--- config.mk ---
export PLATFORM = sky130hd
export DESIGN_NAME = updown_core_timer
export DESIGN_NICKNAME = d
export VERILOG_FILES = /design/src/rtl/uct_pkg.sv /design/src/rtl/uct_ctrl_reg.sv /design/src/rtl/uct_counter.sv /design/src/rtl/uct_irq.sv /design/src/rtl/updown_core_timer.sv
export SDC_FILE = /design/constraint.sdc
export NUM_CORES = 1
export LEC_CHECK = 0
export ABC_CLOCK_PERIOD_IN_PS = 3500
export BUFFER_PORTS_ARGS = -buffer_cell sky130_fd_sc_hd__buf_2
export CORE_UTILIZATION = 50
export DETAILED_ROUTE_END_ITERATION = 16
export GPL_ROUTABILITY_DRIVEN = 0
export GPL_TIMING_DRIVEN = 0
export PLACE_DENSITY_LB_ADDON = 0.12
export SLEW_MARGIN = 20
export SYNTH_ARGS = -nofsm -noshare
export SYNTH_HDL_FRONTEND = slang
export SYNTH_SLANG_ARGS = --single-unit
--- constraint.sdc ---
create_clock -name clk_i -period 3.5 [get_ports clk_i]
set_clock_uncertainty 0.1 [all_clocks]
set_input_delay 0.175 -clock clk_i [delete_from_list [all_inputs] [get_ports clk_i]]
set_output_delay 0.175 -clock clk_i [all_outputs]
set_load 0.01 [all_outputs]
--- src/rtl/uct_pkg.sv ---
package uct_pkg;

  localparam int unsigned ADDR_W  = 2;
  localparam int unsigned CTRL_W  = 16;
  localparam int unsigned INSEL_W = 3;
  localparam int unsigned MODE_W  = 3;

  // control word bit positions (software-visible layout)
  localparam int unsigned B_INSEL = 0;
  localparam int unsigned B_MODE  = 3;
  localparam int unsigned B_RUN   = 6;
  localparam int unsigned B_DOWN  = 7;
  localparam int unsigned B_TOG   = 10;
  localparam int unsigned B_RLD   = 15;

  typedef enum logic [ADDR_W-1:0] {
    A_CTRL   = 2'd0,
    A_COUNT  = 2'd1,
    A_RELOAD = 2'd2,
    A_IRQ    = 2'd3
  } uct_addr_e;

  typedef struct packed {
    logic               reload_en;
    logic               toggle;
    logic               down;
    logic               run;
    logic [MODE_W-1:0]  mode;
    logic [INSEL_W-1:0] insel;
  } uct_ctrl_t;

endpackage

--- src/rtl/uct_ctrl_reg.sv ---
module uct_ctrl_reg
  import uct_pkg::*;
(
  input  logic      clk_i,
  input  logic      rst_ni,
  input  logic      wr_i,
  input  uct_ctrl_t wval_i,
  input  logic      wrap_i,
  output uct_ctrl_t ctrl_o
);

  uct_ctrl_t ctrl_q, ctrl_d;

  always_comb begin
    ctrl_d = ctrl_q;
    if (wr_i) begin
      ctrl_d = wval_i;              // software value wins over a wrap
    end else if (wrap_i) begin
      ctrl_d.toggle = ~ctrl_q.toggle;
    end
  end

  always_ff @(posedge clk_i or negedge rst_ni) begin
    if (!rst_ni) begin
      ctrl_q <= '0;
    end else begin
      ctrl_q <= ctrl_d;
    end
  end

  assign ctrl_o = ctrl_q;

endmodule

--- src/rtl/uct_counter.sv ---
module uct_counter #(
  parameter int unsigned WIDTH = 16
) (
  input  logic             clk_i,
  input  logic             rst_ni,
  input  logic             tick_i,
  input  logic             run_i,
  input  logic             down_i,
  input  logic             reload_en_i,
  input  logic             cnt_wr_i,
  input  logic             rld_wr_i,
  input  logic [WIDTH-1:0] wdata_i,
  output logic [WIDTH-1:0] cnt_o,
  output logic [WIDTH-1:0] reload_o,
  output logic             wrap_o
);

  localparam logic [WIDTH-1:0] CNT_MAX = '1;
  localparam logic [WIDTH-1:0] CNT_MIN = '0;
  localparam logic [WIDTH-1:0] ONE     = WIDTH'(1);

  logic [WIDTH-1:0] cnt_q, cnt_d;
  logic [WIDTH-1:0] rld_q, rld_d;
  logic [WIDTH-1:0] stepped;
  logic             advance;
  logic             at_limit;

  assign advance  = run_i & tick_i & ~cnt_wr_i;
  assign at_limit = down_i ? (cnt_q == CNT_MIN) : (cnt_q == CNT_MAX);
  assign wrap_o   = advance & at_limit;
  assign stepped  = down_i ? (cnt_q - ONE) : (cnt_q + ONE);

  always_comb begin
    cnt_d = cnt_q;
    if (cnt_wr_i) begin
      cnt_d = wdata_i;
    end else if (advance) begin
      cnt_d = (at_limit && reload_en_i) ? rld_q : stepped;
    end
  end

  always_comb begin
    rld_d = rld_q;
    if (rld_wr_i) begin
      rld_d = wdata_i;
    end
  end

  always_ff @(posedge clk_i or negedge rst_ni) begin
    if (!rst_ni) begin
      cnt_q <= '0;
      rld_q <= '0;
    end else begin
      cnt_q <= cnt_d;
      rld_q <= rld_d;
    end
  end

  assign cnt_o    = cnt_q;
  assign reload_o = rld_q;

endmodule

--- src/rtl/uct_irq.sv ---
module uct_irq (
  input  logic clk_i,
  input  logic rst_ni,
  input  logic wrap_i,
  input  logic clr_i,
  output logic pulse_o,
  output logic flag_o
);

  logic pulse_q, pulse_d;
  logic flag_q, flag_d;

  always_comb begin
    pulse_d = wrap_i;
    flag_d  = wrap_i | (flag_q & ~clr_i);   // a new event beats the clear
  end

  always_ff @(posedge clk_i or negedge rst_ni) begin
    if (!rst_ni) begin
      pulse_q <= 1'b0;
      flag_q  <= 1'b0;
    end else begin
      pulse_q <= pulse_d;
      flag_q  <= flag_d;
    end
  end

  assign pulse_o = pulse_q;
  assign flag_o  = flag_q;

endmodule

--- src/rtl/updown_core_timer.sv ---
module updown_core_timer
  import uct_pkg::*;
#(
  parameter int unsigned WIDTH = 16   // must be at least CTRL_W
) (
  input  logic                clk_i,
  input  logic                rst_ni,
  input  logic                wr_en_i,
  input  logic [ADDR_W-1:0]   addr_i,
  input  logic [WIDTH-1:0]    wdata_i,
  output logic [WIDTH-1:0]    rdata_o,
  input  logic                tick_i,
  output logic                toggle_o,
  output logic                wrap_pulse_o,
  output logic                irq_o
);

  localparam int unsigned PAD_W = WIDTH - CTRL_W;

  uct_ctrl_t        ctrl_q;
  uct_ctrl_t        ctrl_wval;
  logic             ctrl_wr, cnt_wr, rld_wr, irq_clr;
  logic             wrap;
  logic [WIDTH-1:0] cnt_q, reload_q;
  logic             run_s, down_s, rld_en_s;
  logic [CTRL_W-1:0] ctrl_rd;

  // bus decode
  assign ctrl_wr = wr_en_i && (addr_i == A_CTRL);
  assign cnt_wr  = wr_en_i && (addr_i == A_COUNT);
  assign rld_wr  = wr_en_i && (addr_i == A_RELOAD);
  assign irq_clr = wr_en_i && (addr_i == A_IRQ) && wdata_i[0];

  always_comb begin
    ctrl_wval.insel     = wdata_i[B_INSEL +: INSEL_W];
    ctrl_wval.mode      = wdata_i[B_MODE +: MODE_W];
    ctrl_wval.run       = wdata_i[B_RUN];
    ctrl_wval.down      = wdata_i[B_DOWN];
    ctrl_wval.toggle    = wdata_i[B_TOG];
    ctrl_wval.reload_en = wdata_i[B_RLD];
  end

  uct_ctrl_reg u_ctrl (
    .clk_i  (clk_i),
    .rst_ni (rst_ni),
    .wr_i   (ctrl_wr),
    .wval_i (ctrl_wval),
    .wrap_i (wrap),
    .ctrl_o (ctrl_q)
  );

  assign run_s    = ctrl_q.run;
  assign down_s   = ctrl_q.down;
  assign rld_en_s = ctrl_q.reload_en;

  // every mode code counts as plain timer mode
  uct_counter #(.WIDTH(WIDTH)) u_cnt (
    .clk_i       (clk_i),
    .rst_ni      (rst_ni),
    .tick_i      (tick_i),
    .run_i       (run_s),
    .down_i      (down_s),
    .reload_en_i (rld_en_s),
    .cnt_wr_i    (cnt_wr),
    .rld_wr_i    (rld_wr),
    .wdata_i     (wdata_i),
    .cnt_o       (cnt_q),
    .reload_o    (reload_q),
    .wrap_o      (wrap)
  );

  uct_irq u_irq (
    .clk_i   (clk_i),
    .rst_ni  (rst_ni),
    .wrap_i  (wrap),
    .clr_i   (irq_clr),
    .pulse_o (wrap_pulse_o),
    .flag_o  (irq_o)
  );

  always_comb begin
    ctrl_rd                      = '0;
    ctrl_rd[B_INSEL +: INSEL_W]  = ctrl_q.insel;
    ctrl_rd[B_MODE +: MODE_W]    = ctrl_q.mode;
    ctrl_rd[B_RUN]               = ctrl_q.run;
    ctrl_rd[B_DOWN]              = ctrl_q.down;
    ctrl_rd[B_TOG]               = ctrl_q.toggle;
    ctrl_rd[B_RLD]               = ctrl_q.reload_en;
  end

  generate
    if (PAD_W > 0) begin : g_wide
      always_comb begin
        unique case (addr_i)
          A_CTRL:   rdata_o = {{PAD_W{1'b0}}, ctrl_rd};
          A_COUNT:  rdata_o = cnt_q;
          A_RELOAD: rdata_o = reload_q;
          default:  rdata_o = {{(WIDTH-1){1'b0}}, irq_o};
        endcase
      end
    end else begin : g_exact
      always_comb begin
        unique case (addr_i)
          A_CTRL:   rdata_o = ctrl_rd;
          A_COUNT:  rdata_o = cnt_q;
          A_RELOAD: rdata_o = reload_q;
          default:  rdata_o = {{(WIDTH-1){1'b0}}, irq_o};
        endcase
      end
    end
  endgenerate

  assign toggle_o = ctrl_q.toggle;

endmodule

======== After elaboration in Yosys (flattened, before gate mapping) ========
Cells that the tools add are included.
Widths: inputs -> output; s select.
cells by class
  add/sub/neg operators ................... 2
  bitwise operators ....................... 8
  muxes and demuxes ....................... 8
  equal/unequal tests ..................... 4
  reductions and logical operators ........ 10
operator list
  cell                   count
  $mux 16                4
  $pmux 16 s3            1
  $add 16x1->16 const B  1
  $eq 16x16->1 const B   1
  $logic_not 16->1       1
  $sub 16x1->16 const B  1
  $logic_and 1x1->1      6
  $and 1x1->1            4
  $eq 2x2->1 const B     2
  $reduce_bool 2->1      2
  $mux 1                 3
  $not 1->1              3
  $eq 2x1->1 const B     1
  $logic_not 2->1        1
  $or 1x1->1             1
word-level totals
  logic and storage cells ................. 42
  flip-flop bits (word level) ............. 44

======== Longest topological paths before layout ========
Gate-level depths: netlist of run 1.
  depth after elaboration ................. 7
  gate-level depth with buffers ........... 9

======== Cells and area by module ========
From an unflattened synthesis of run 1, not the netlist that was laid out.
unflattened totals
  cells, all modules ...................... 318
  area, all modules ....................... 3083.0 sq um
modules (own cells, without submodules)
  module             instances  cells an instance  area an instance (sq um)  seq. area each (sq um)
  uct_counter        1          254                2285.9                    800.8
  uct_ctrl_reg       1          23                 410.4                     250.2
  updown_core_timer  1          37                 325.3                     0.0
  uct_irq            1          4                  61.3                      50.0

======== Worst setup path after synthesis of run 1 ========
Ideal clock, no wire load.
  kind .................................... reg-to-reg
  from .................................... register u_ctrl.ctrl_o[7] (netlist name)
  to ...................................... register u_cnt.cnt_q[13] (netlist: u_cnt.cnt_o[13])
  period minus slack after synthesis ...... 2.573 ns
  arrival ................................. 2.408 ns
  slack ................................... 0.927 ns
  stages on the path, launching flop included .. 9
  required time ........................... 3.335 ns
  setup time .............................. 0.065 ns
  path through ............................ dfrtp_1 ha_1 nand2_1 o311a_1 o21a_1 nor3_1 mux2_2 a31oi_1 a211o_1
on the way
  longest elaborated chain between the ends .. 5
  elaborated cells between the ends (all ways) .. 6
ends and longest elaborated chain
  element                 RTL line           RTL
  $mux 1                  uct_counter.sv:29  assign at_limit = down_i ? (cnt_q == CNT_MIN) : (cnt_q == CNT_MAX);
  $logic_and 1x1->1       uct_counter.sv:38  cnt_d = (at_limit && reload_en_i) ? rld_q : stepped;
  $mux 16 *               uct_counter.sv:38
  $mux 16 *               uct_counter.sv:37  end else if (advance) begin
  $mux 16 *               uct_counter.sv:35  if (cnt_wr_i) begin
  end signal: assignment  uct_counter.sv:54  cnt_q <= cnt_d;
  end: declaration        uct_counter.sv:22  logic [WIDTH-1:0] cnt_q, cnt_d;
Every way passes the cells marked *; elsewhere a longest branch is shown, timed or not. The select of a mux whose other input is x is not followed.
A chain may end at the register's enable or synchronous reset.

======== Worst setup path in the final report of run 1 ========
  from .................................... register u_ctrl.ctrl_o[7] (netlist name)
  to ...................................... register u_cnt.cnt_q[13] (netlist: u_cnt.cnt_o[13])
on the way
  longest elaborated chain between the ends .. 5
  elaborated cells between the ends (all ways) .. 6
ends and longest elaborated chain
  element            RTL line
  $mux 1             uct_counter.sv:29
  $logic_and 1x1->1  uct_counter.sv:38
  $mux 16 *          uct_counter.sv:38
  $mux 16 *          uct_counter.sv:37
  $mux 16 *          uct_counter.sv:35
Marked as above.

==> out/summary.txt, run 1 <==
WHS: 4.82 ps
Worst Tran Pin Value: 763 ps
Post-synth EDFFs: 0
Global-route wire length before repair: 13000 microns
Critical Path Slowest Stage Cell: dfrtp_1
Resized cells post-CTS: 0
Via count: 2661
Initial antenna violation count: 0
Final Max Slew Viols: 0
Pwr Density: 763 nW/um^2
Synthesized area: 3030 sq um
Overall power: 2.66 mW
Grt total ovfl: 0
Reg2reg start: u_ctrl.ctrl_o[7]
CP max stage delay: 680 ps
Finished Core Util: 0.614
Required time worst endpoint: 3650 ps
VDD IR max: 0.365 mV
Drt drc: 0
Syn. warnings: 0
RSZ-0062 raised after global routing: no
Worst-path clk slew: 90 ps
Post-CTS setup buffer count: 0
Register area share after synthesis: 0.364
R2r worst-path depth: 8
Hold path depth: 2
Type of origin of the critical path: flip-flop
FFs w/ async S/R, synth: 1.00
Final setup fails: 0
Antenna Cells: 0
Yosys top cell area share: 0.364
DP Worst Slack: 568 ps
Syn avg cell area: 9.61 sq um
I/O Pins: 41
List of most frequent post-synthesis cells: dfrtp_1 (44), nand2_1 (28), mux2_2 (26), o21ai_0 (26), a21oi_1 (24)
Post-detail-place hpwl: 5560 microns
Vias in the first global route: 2565
Setup crit end kind: flip-flop
First-pass iteration count of the detailed router: 4
Tmin final: 3010 ps
GRT Total Usage: 0.272
CTS root buf: clkbuf_8
Initial core utilization: 0.534
Most frequent cell after synthesis: dfrtp_1
FF-to-FF End: u_cnt.cnt_o[13]
CTS tree: done
Row Count: 27
Crit path kind: flip-flop to flip-flop
Die height: 79.8 microns
CP max FO: 20
Final layout net count: 402
Worst-skew pair later-pin latency: 300 ps
Die W: 79.8 microns
Maxcap violations: 0
Clk sinks: 44
Buffers on Ports: 38
Routed vias/inst: 6.08
Top_reg_cell synth: dfrtp_1
WP data arrival: 3150 ps
Status: finished, final reports clean
Syn_nets: 352
Hold Crit Class: input port to flip-flop
Core area: 5680 sq um
Filler Cells Inserted: 511
LEAKAGE: 1.67 nW
Area contributors post-synth: dfrtp_1 (36%), mux2_2 (9.7%), mux2i_1 (6.6%)
Clock tree buffer depth: 2
Final Worst Setup Slack: 495 ps
Area Overhead vs Synth: 15.0%
Largest net degree at the start of global routing: 45
Total negative slack: 0 ps
CP Cell Sequence: ha_1, nand2_1, o311a_1, o21a_1, nor3_1, mux2_2, a31oi_1, a211o_1
Drt total wl: 7900 microns
Flops & latches, synth: 44
CP endpoint: u_cnt.cnt_o[13]
CP Launch Point: u_ctrl.ctrl_o[7]
Die Area: 6370 sq um
FMAX: 333 MHz
Netlist cell types: 49
Ratio of cells with drive above 1 in the final layout: 0.221
Mapped Cells: 315
H-tree depth: 2
Fin crit share: 0.859
Slew margin rel.: 0.491
Post-DRT Antenna Nets: 0
Area leader, netlist: dfrtp_1
Initial DRC count: 212
Hold Vio Cnt, Final: 0
R2r setup slk: 490 ps
DR WL/cell: 18.0 microns
CTS buffer count: 5
[metrics by stage]
step	std cells	cell area (sq um)
6_report	438	3480
5_1_grt	438	3480
2_1_floorplan	315	3030
3_3_place_gp	425	3310
3_5_place_dp	425	3310
4_1_cts	438	3480
[power by group]
group	internal [mW]	leakage, nW	switching, mW
sequential	0.654	0.526	0.212
combinational	0.657	1.09	0.710
clock	0.234	0.0614	0.190
total	1.54	1.67	1.11
[flip-flops by register name, summed over array words and instances (netlist names)]
name,flops
u_ctrl.ctrl_o,10
u_irq.pulse_o,1
u_irq.flag_o,1
u_cnt.reload_o,16
u_cnt.cnt_o,16
[logic make-up after synthesis]
logic type,share of synthesized area
flops,0.364
mux,0.178
compound gates,0.200
xor+xnor,0.0318
fa+ha+maj,0.0645
buf+inv,0.0231
simple gates,0.140
[area by class of cell]
cell class	count	area [sq um]	area share
buffer	15	66.3	0.0190
multi-input combinational	255	1860	0.533
timing repair buffer	43	243	0.0697
clock inverter	2	38.8	0.0111
clock buffer	6	82.6	0.0237
tap	72	90.1	0.0259
sequential	44	1100	0.316
inverter	1	3.75	0.00108
[critical path, delay by kind of cell, from the launching register on]
family | cells | cell delay, ps
compound gates | 4 | 920
flops | 1 | 680
fa+ha+maj | 1 | 490
mux | 1 | 380
simple gates | 2 | 370
[per-layer routing]
layer	GRT usage	part of all wire	vias to the layer above	wire length [microns]
met4	0.0946	0.017	0	135
met5	0	0	-	0
met1	0.375	0.47	1290	3730
met2	0.427	0.46	76	3620
li1	-	-	1284	-
met3	0.0480	0.053	11	420
[placed cells by master (no fill, tap or decap), drive strengths merged, types with 4 or more instances in the layout]
| master | netlist | routed |
|---|---|---|
| xnor2 | 7 | 7 |
| mux2i | 21 | 21 |
| nand3 | 4 | 4 |
| o21a | 4 | 4 |
| and3 | 7 | 7 |
| o211ai | 4 | 4 |
| a21oi | 24 | 24 |
| buf | 3 | 41 |
| nand4 | 6 | 6 |
| nand2 | 29 | 29 |
| dfrtp | 44 | 44 |
| ha | 14 | 14 |
| nor2 | 19 | 19 |
| clkbuf | 12 | 18 |
| a22o | 6 | 6 |
| mux2 | 26 | 26 |
| xor2 | 4 | 4 |
| a21o | 15 | 15 |
| o21ai | 27 | 27 |
| dlygate4sd3 | 0 | 5 |
[worst min path at each step]
stage | from | to | slack (ps)
2_1_floorplan | rst_ni | u_cnt.cnt_o[0] | -220
3_5_place_dp | rst_ni | u_cnt.reload_o[4] | 300
6_report | wdata_i[5] | u_cnt.cnt_o[5] | 5
5_1_grt | wdata_i[14] | u_cnt.reload_o[14] | 9
4_1_cts | wdata_i[3] | u_cnt.cnt_o[3] | 0.5
3_3_place_gp | rst_ni | u_ctrl.ctrl_o[4] | 300
[what timing repair did]
| item | 4_1_cts | 5_1_grt |
|---|---|---|
| hold buffers | 5 | 0 |
| setup endpoints to repair | 0 | 0 |
| hold endpoints to repair | 48 | 0 |
Note: power is estimated with default switching activity, not from simulation.
==> run 2, diff against run 1 <==
--- a/config.mk
+++ b/config.mk
@@ -7,9 +7,9 @@
 export LEC_CHECK = 0
 export ABC_CLOCK_PERIOD_IN_PS = 3500
 export BUFFER_PORTS_ARGS = -buffer_cell sky130_fd_sc_hd__buf_2
-export CORE_UTILIZATION = 50
+export CORE_UTILIZATION = 41
 export DETAILED_ROUTE_END_ITERATION = 16
-export GPL_ROUTABILITY_DRIVEN = 0
+export GPL_ROUTABILITY_DRIVEN = 1
 export GPL_TIMING_DRIVEN = 0
 export PLACE_DENSITY_LB_ADDON = 0.12
 export SLEW_MARGIN = 20
==> run 2 against run 1 <==
Clock-buffer cell count did not move; non-clock buffer count fell by 3; design area fell by 0.83%; die area rose by 21%; largest power group unchanged; combinational power barely moved; routed wire length rose by 5.0%; fmax fell by 1.1%; critical path type unchanged; sequential share of layout area rose by 0.26 points; sequential cell count did not move; clock power fell by 20%; register-to-register slack got worse by 30 ps.
==> out/summary.txt, run 2 (same netlist as run 1, synthesis figures left out) <==
LEAKAGE: 1.65 nW (was 1.67 nW)
Ratio of cells with drive above 1 in the final layout: 0.223 (was 0.221)
CP Launch Point: u_ctrl.ctrl_o[7] (unchanged)
FMAX: 329 MHz (was 333 MHz)
Layout Cells excl Fill: 459 (was 438)
Final setup fails: 0 (unchanged)
H-tree depth: 2 (unchanged)
CTS buffer count: 5 (unchanged)
Tmin final: 3040 ps (was 3010 ps)
Clock tree buffer depth: 2 (unchanged)
Die height: 87.9 microns (was 79.8 microns)
R2r setup slk: 460 ps (was 490 ps)
Drt drc: 0 (unchanged)
Final Max Slew Viols: 0 (unchanged)
Leading cell type in the layout, fill and taps excluded: dfrtp_1 (unchanged)
Initial core utilization: 0.436 (was 0.534)
Largest net degree at the start of global routing: 45 (unchanged)
RSZ-0062 raised after global routing: no (unchanged)
WHS: 12.4 ps (was 4.82 ps)
DP Worst Slack: 545 ps (was 568 ps)
Buffers on Ports: 38 (unchanged)
Post-DRT Antenna Nets: 0 (unchanged)
Post-detail-place hpwl: 5890 microns (was 5560 microns)
Hold Vio Cnt, Final: 0 (unchanged)
DR WL/cell: 18.1 microns (was 18.0 microns)
FF-to-FF End: u_cnt.cnt_o[14] (was u_cnt.cnt_o[13])
WP data arrival: 3120 ps (was 3150 ps)
Global-route wire length before repair: 13100 microns (was 13000 microns)
Crit path kind: flip-flop to flip-flop (unchanged)
Grt total ovfl: 0 (unchanged)
Resized cells post-CTS: 0 (unchanged)
DP Area: 3340 sq um (was 3310 sq um)
Via count: 2623 (was 2661)
Area Overhead vs Synth: 14.0% (was 15.0%)
Antenna Cells: 0 (unchanged)
Pwr Density: 754 nW/um^2 (was 763 nW/um^2)
Placed cell count: 449 (was 425)
First-pass iteration count of the detailed router: 5 (was 4)
Worst-skew pair later-pin latency: 300 ps (about the same)
Worst-path clk slew: 90 ps (about the same)
Reg2reg start: u_ctrl.ctrl_o[7] (unchanged)
Final layout net count: 399 (was 402)
Row Count: 30 (was 27)
Total negative slack: 0 ps (unchanged)
Initial antenna violation count: 0 (unchanged)
Die W: 87.9 microns (was 79.8 microns)
Worst Tran Pin Value: 842 ps (was 763 ps)
Fin crit share: 0.868 (was 0.859)
GRT Total Usage: 0.229 (was 0.272)
Final Worst Setup Slack: 462 ps (was 495 ps)
I/O Pins: 41 (unchanged)
Core area: 6940 sq um (was 5680 sq um)
Cell area after layout: 3450 sq um (was 3480 sq um)
Die Area: 7730 sq um (was 6370 sq um)
Hold path depth: 2 (unchanged)
CTS root buf: clkbuf_8 (unchanged)
Status: finished, final reports clean (unchanged)
Vias in the first global route: 2395 (was 2565)
Hold_sp: wdata_i[5] (unchanged)
Clk sinks: 44 (unchanged)
CP max FO: 20 (unchanged)
Hold Crit Class: input port to flip-flop (unchanged)
Most frequent cells in the layout: dfrtp_1 (44), buf_2 (39), nand2_1 (28) (unchanged)
Slew margin rel.: 0.439 (was 0.491)
Drt total wl: 8300 microns (was 7900 microns)
VDD IR max: 0.327 mV (was 0.365 mV)
Maxcap violations: 0 (unchanged)
R2r worst-path depth: 8 (unchanged)
Type of origin of the critical path: flip-flop (unchanged)
Initial DRC count: 139 (was 212)
Placer Congestion: 0.813
Required time worst endpoint: 3580 ps (was 3650 ps)
Setup crit end kind: flip-flop (unchanged)
CTS tree: done (unchanged)
Filler Cells Inserted: 692 (was 511)
CP endpoint: u_cnt.cnt_o[14] (was u_cnt.cnt_o[13])
Routed vias/inst: 5.71 (was 6.08)
==> run 2: changes by cell type in the layout (fill, tap and decap cells not counted), sizes merged <==
| cell | previous run | this run |
|---|---|---|
| dlygate4sd3 | 5 | 2 |
| bufinv | 1 | 0 |
| clkinv | 1 | 2 |
==> run 2: worst min path at each step <==
stage / to / slack, ps
floorplan: u_cnt.cnt_o[0] / -220
global placement: u_ctrl.ctrl_o[2] / 310
detailed placement: u_ctrl.ctrl_o[2] / 300
CTS: u_cnt.cnt_o[13] / 6
global route: u_cnt.cnt_o[4] / 10
finish: u_cnt.cnt_o[5] / 10
==> run 2: what timing repair did <==
item | in CTS | in global routing
endpoints found under the hold margin | 45 | 0
hold buffers | 2 | 0
setup buffers | 0 | 0
setup endpoints to repair | 0 | 0
==> run 2: metal layers <==
metal / vias to the layer above / track usage / routed length (microns)
met5: - / 0 / 0
met4: 0 / 0.0447 / 65
met3: 5 / 0.0236 / 359
met2: 71 / 0.345 / 3630
met1: 1275 / 0.355 / 4250
li1: 1272 / - / -
==> run 2: worst max-delay path, stage by stage, from the launching register on <==
cell      delay (ps)
dfrtp_1          870
ha_1             400
a21oi_1          310
o211ai_1         230
nand3_1          150
nand2_1           90
a221oi_1         390
mux2i_1          130
or2_1            250
==> run 2: stage by stage <==
step | power (mW) | utilization
2_1_floorplan | 1.88 | -
3_3_place_gp | 2.22 | 0.481
3_5_place_dp | 2.24 | 0.481
4_1_cts | 2.59 | 0.497
5_1_grt | 2.80 | 0.497
6_report | 2.60 | 0.497
==> run 2: layout make-up <==
type                            count  area, sq um  share of cell area
Multi-Input combinational cell    255         1860               0.538
Clock inverter                      2         10.0             0.00290
Tap cell                           96          120              0.0348
Inverter                            1         3.75             0.00109
Timing Repair Buffer               40          213              0.0616
Sequential cell                    44         1100               0.319
Buffer                             15         66.3              0.0192
Clock buffer                        6         82.6              0.0239
==> run 2: report_power, final <==
group	switching (mW)	internal, mW	leakage, nW
Combinational	0.739	0.657	1.07
Clock	0.180	0.158	0.0510
Sequential	0.215	0.654	0.526
==> run 3, diff against run 2 <==
--- a/config.mk
+++ b/config.mk
@@ -6,7 +6,8 @@
 export NUM_CORES = 1
 export LEC_CHECK = 0
 export ABC_CLOCK_PERIOD_IN_PS = 3500
-export BUFFER_PORTS_ARGS = -buffer_cell sky130_fd_sc_hd__buf_2
+export BUFFER_PORTS_ARGS = -buffer_cell sky130_fd_sc_hd__buf_4
+export CAP_MARGIN = 20
 export CORE_UTILIZATION = 41
 export DETAILED_ROUTE_END_ITERATION = 16
 export GPL_ROUTABILITY_DRIVEN = 1
==> run 3 against run 2 <==
Design area rose by 3.9%; global-route usage rose by 0.99 points; highest routed layer unchanged; clock-buffer cell count rose by 1.
==> out/summary.txt, run 3 (same netlist as run 1, synthesis figures left out) <==
Status: finished, final reports clean (unchanged)
Clock tree buffer depth: 2 (unchanged)
CTS root buf: clkbuf_8 (unchanged)
Post-detail-place hpwl: 6020 microns (was 5890 microns)
Largest net degree at the start of global routing: 45 (unchanged)
Buffers on Ports: 38 (unchanged)
Type of origin of the critical path: flip-flop (unchanged)
R2r worst-path depth: 8 (unchanged)
Global-route wire length before repair: 13800 microns (was 13100 microns)
Row Count: 30 (unchanged)
Met2 WL: 3830 microns (was 3630 microns)
Maxcap violations: 0 (unchanged)
Filler Cells Inserted: 670 (was 692)
Final layout net count: 404 (was 399)
GRT Total Usage: 0.239 (was 0.229)
R2r setup slk: 460 ps (about the same)
Drt drc: 0 (unchanged)
Initial DRC count: 235 (was 139)
Placer Congestion: 0.835 (was 0.813)
Hold path depth: 3 (was 2)
DP Area: 3430 sq um (was 3340 sq um)
Drt total wl: 8550 microns (was 8300 microns)
Worst Tran Pin Value: 886 ps (was 842 ps)
Hold_sp: wdata_i[10] (was wdata_i[5])
Hold Vio Cnt, Final: 0 (unchanged)
Die height: 87.9 microns (unchanged)
Final Worst Setup Slack: 462 ps (about the same)
Grt total ovfl: 0 (unchanged)
Met1 wire length: 4240 microns (was 4250 microns)
First-pass iteration count of the detailed router: 5 (unchanged)
Uppermost layer routed: met4 (unchanged)
Die W: 87.9 microns (unchanged)
Most frequent cells in the layout: dfrtp_1 (44), buf_4 (38), nand2_1 (28) (was dfrtp_1 (44), buf_2 (39), nand2_1 (28))
H-tree depth: 2 (unchanged)
Worst-path clk slew: 100 ps (was 90 ps)
Pwr Density: 734 nW/um^2 (was 754 nW/um^2)
Initial core utilization: 0.436 (unchanged)
Total negative slack: 0 ps (unchanged)
Core area: 6940 sq um (unchanged)
Cell area after layout: 3590 sq um (was 3450 sq um)
Resized cells post-CTS: 0 (unchanged)
Ratio of cells with drive above 1 in the final layout: 0.215 (was 0.223)
Met3 routed wirelength: 404 microns (was 359 microns)
Initial antenna violation count: 0 (unchanged)
Area Overhead vs Synth: 18.5% (was 14.0%)
Final setup fails: 0 (unchanged)
FMAX: 329 MHz (about the same)
Required time worst endpoint: 3590 ps (was 3580 ps)
VDD IR max: 0.242 mV (was 0.327 mV)
Fin crit share: 0.868 (about the same)
RSZ-0062 raised after global routing: no (unchanged)
Hold Crit Class: input port to flip-flop (unchanged)
CP max FO: 20 (unchanged)
DP Worst Slack: 548 ps (was 545 ps)
CTS tree: done (unchanged)
Reg2reg start: u_ctrl.ctrl_o[7] (unchanged)
LEAKAGE: 1.68 nW (was 1.65 nW)
Leading cell type in the layout, fill and taps excluded: dfrtp_1 (unchanged)
Tmin final: 3040 ps (about the same)
Vias in the first global route: 2608 (was 2395)
CTS buffer count: 5 (unchanged)
DR WL/cell: 18.4 microns (was 18.1 microns)
Post-CTS setup buffer count: 0 (unchanged)
Crit path kind: flip-flop to flip-flop (unchanged)
Final Max Slew Viols: 0 (unchanged)
Antenna Cells: 0 (unchanged)
WP data arrival: 3120 ps (about the same)
I/O Pins: 41 (unchanged)
WHS: 9.55 ps (was 12.4 ps)
Routed vias/inst: 5.96 (was 5.71)
Slew margin rel.: 0.410 (was 0.439)
Worst-skew pair later-pin latency: 310 ps (was 300 ps)
Die Area: 7730 sq um (unchanged)
Setup crit end kind: flip-flop (unchanged)
Via count: 2767 (was 2623)
Post-CTS Hold Buffers: 7 (was 2)
Clk sinks: 44 (unchanged)
CP Launch Point: u_ctrl.ctrl_o[7] (unchanged)
Post-DRT Antenna Nets: 0 (unchanged)
-- run 3: through the flow --
stage	total power, mW	util	instances
2_1_floorplan	1.88	-	315
3_3_place_gp	2.25	0.494	449
3_5_place_dp	2.27	0.494	449
4_1_cts	2.61	0.517	464
5_1_grt	2.84	0.517	464
6_report	2.63	0.517	464
-- run 3: path summary, 6_finish.rpt --
kind	endpoint
max	u_cnt.cnt_o[14]
min	u_ctrl.ctrl_o[8]
max reg2reg	u_cnt.cnt_o[14]
min reg2reg	u_irq.flag_o
max in group asynchronous	u_cnt.cnt_o[13]
min in group asynchronous	u_cnt.cnt_o[3]
-- run 3: area by class of cell --
class,count,area (sq um),share of cell area
multi-input cells,255,1860,0.517
flip-flops and latches,44,1100,0.307
repair buffers,45,355,0.0990
well taps,96,120,0.0335
clock buffers,7,76.3,0.0213
plain buffers,15,66.3,0.0185
clock inverters,1,8.76,0.00244
inverters,1,3.75,0.00105
-- run 3: critical path, cell delays in order, from the launching register on --
cell and delay, ps:
dfrtp_1 850, ha_1 400, a21oi_1 280, o211ai_1 220, nand3_1 170, nand2_1 100, a221oi_1 450, mux2i_1 120
or2_1 230
-- run 3: per-layer routing --
| metal | up-vias | track usage |
|---|---|---|
| met3 | 7 | 0.0349 |
| met5 | - | 0 |
| li1 | 1285 | - |
| met4 | 0 | 0.0522 |
| met1 | 1383 | 0.361 |
| met2 | 92 | 0.360 |
-- run 3: power by group --
part           internal [mW]  leakage [nW]  switching, mW
Clock                  0.143        0.0424          0.184
Sequential             0.654         0.526          0.224
Combinational          0.688          1.12          0.741
Total                   1.49          1.68           1.15
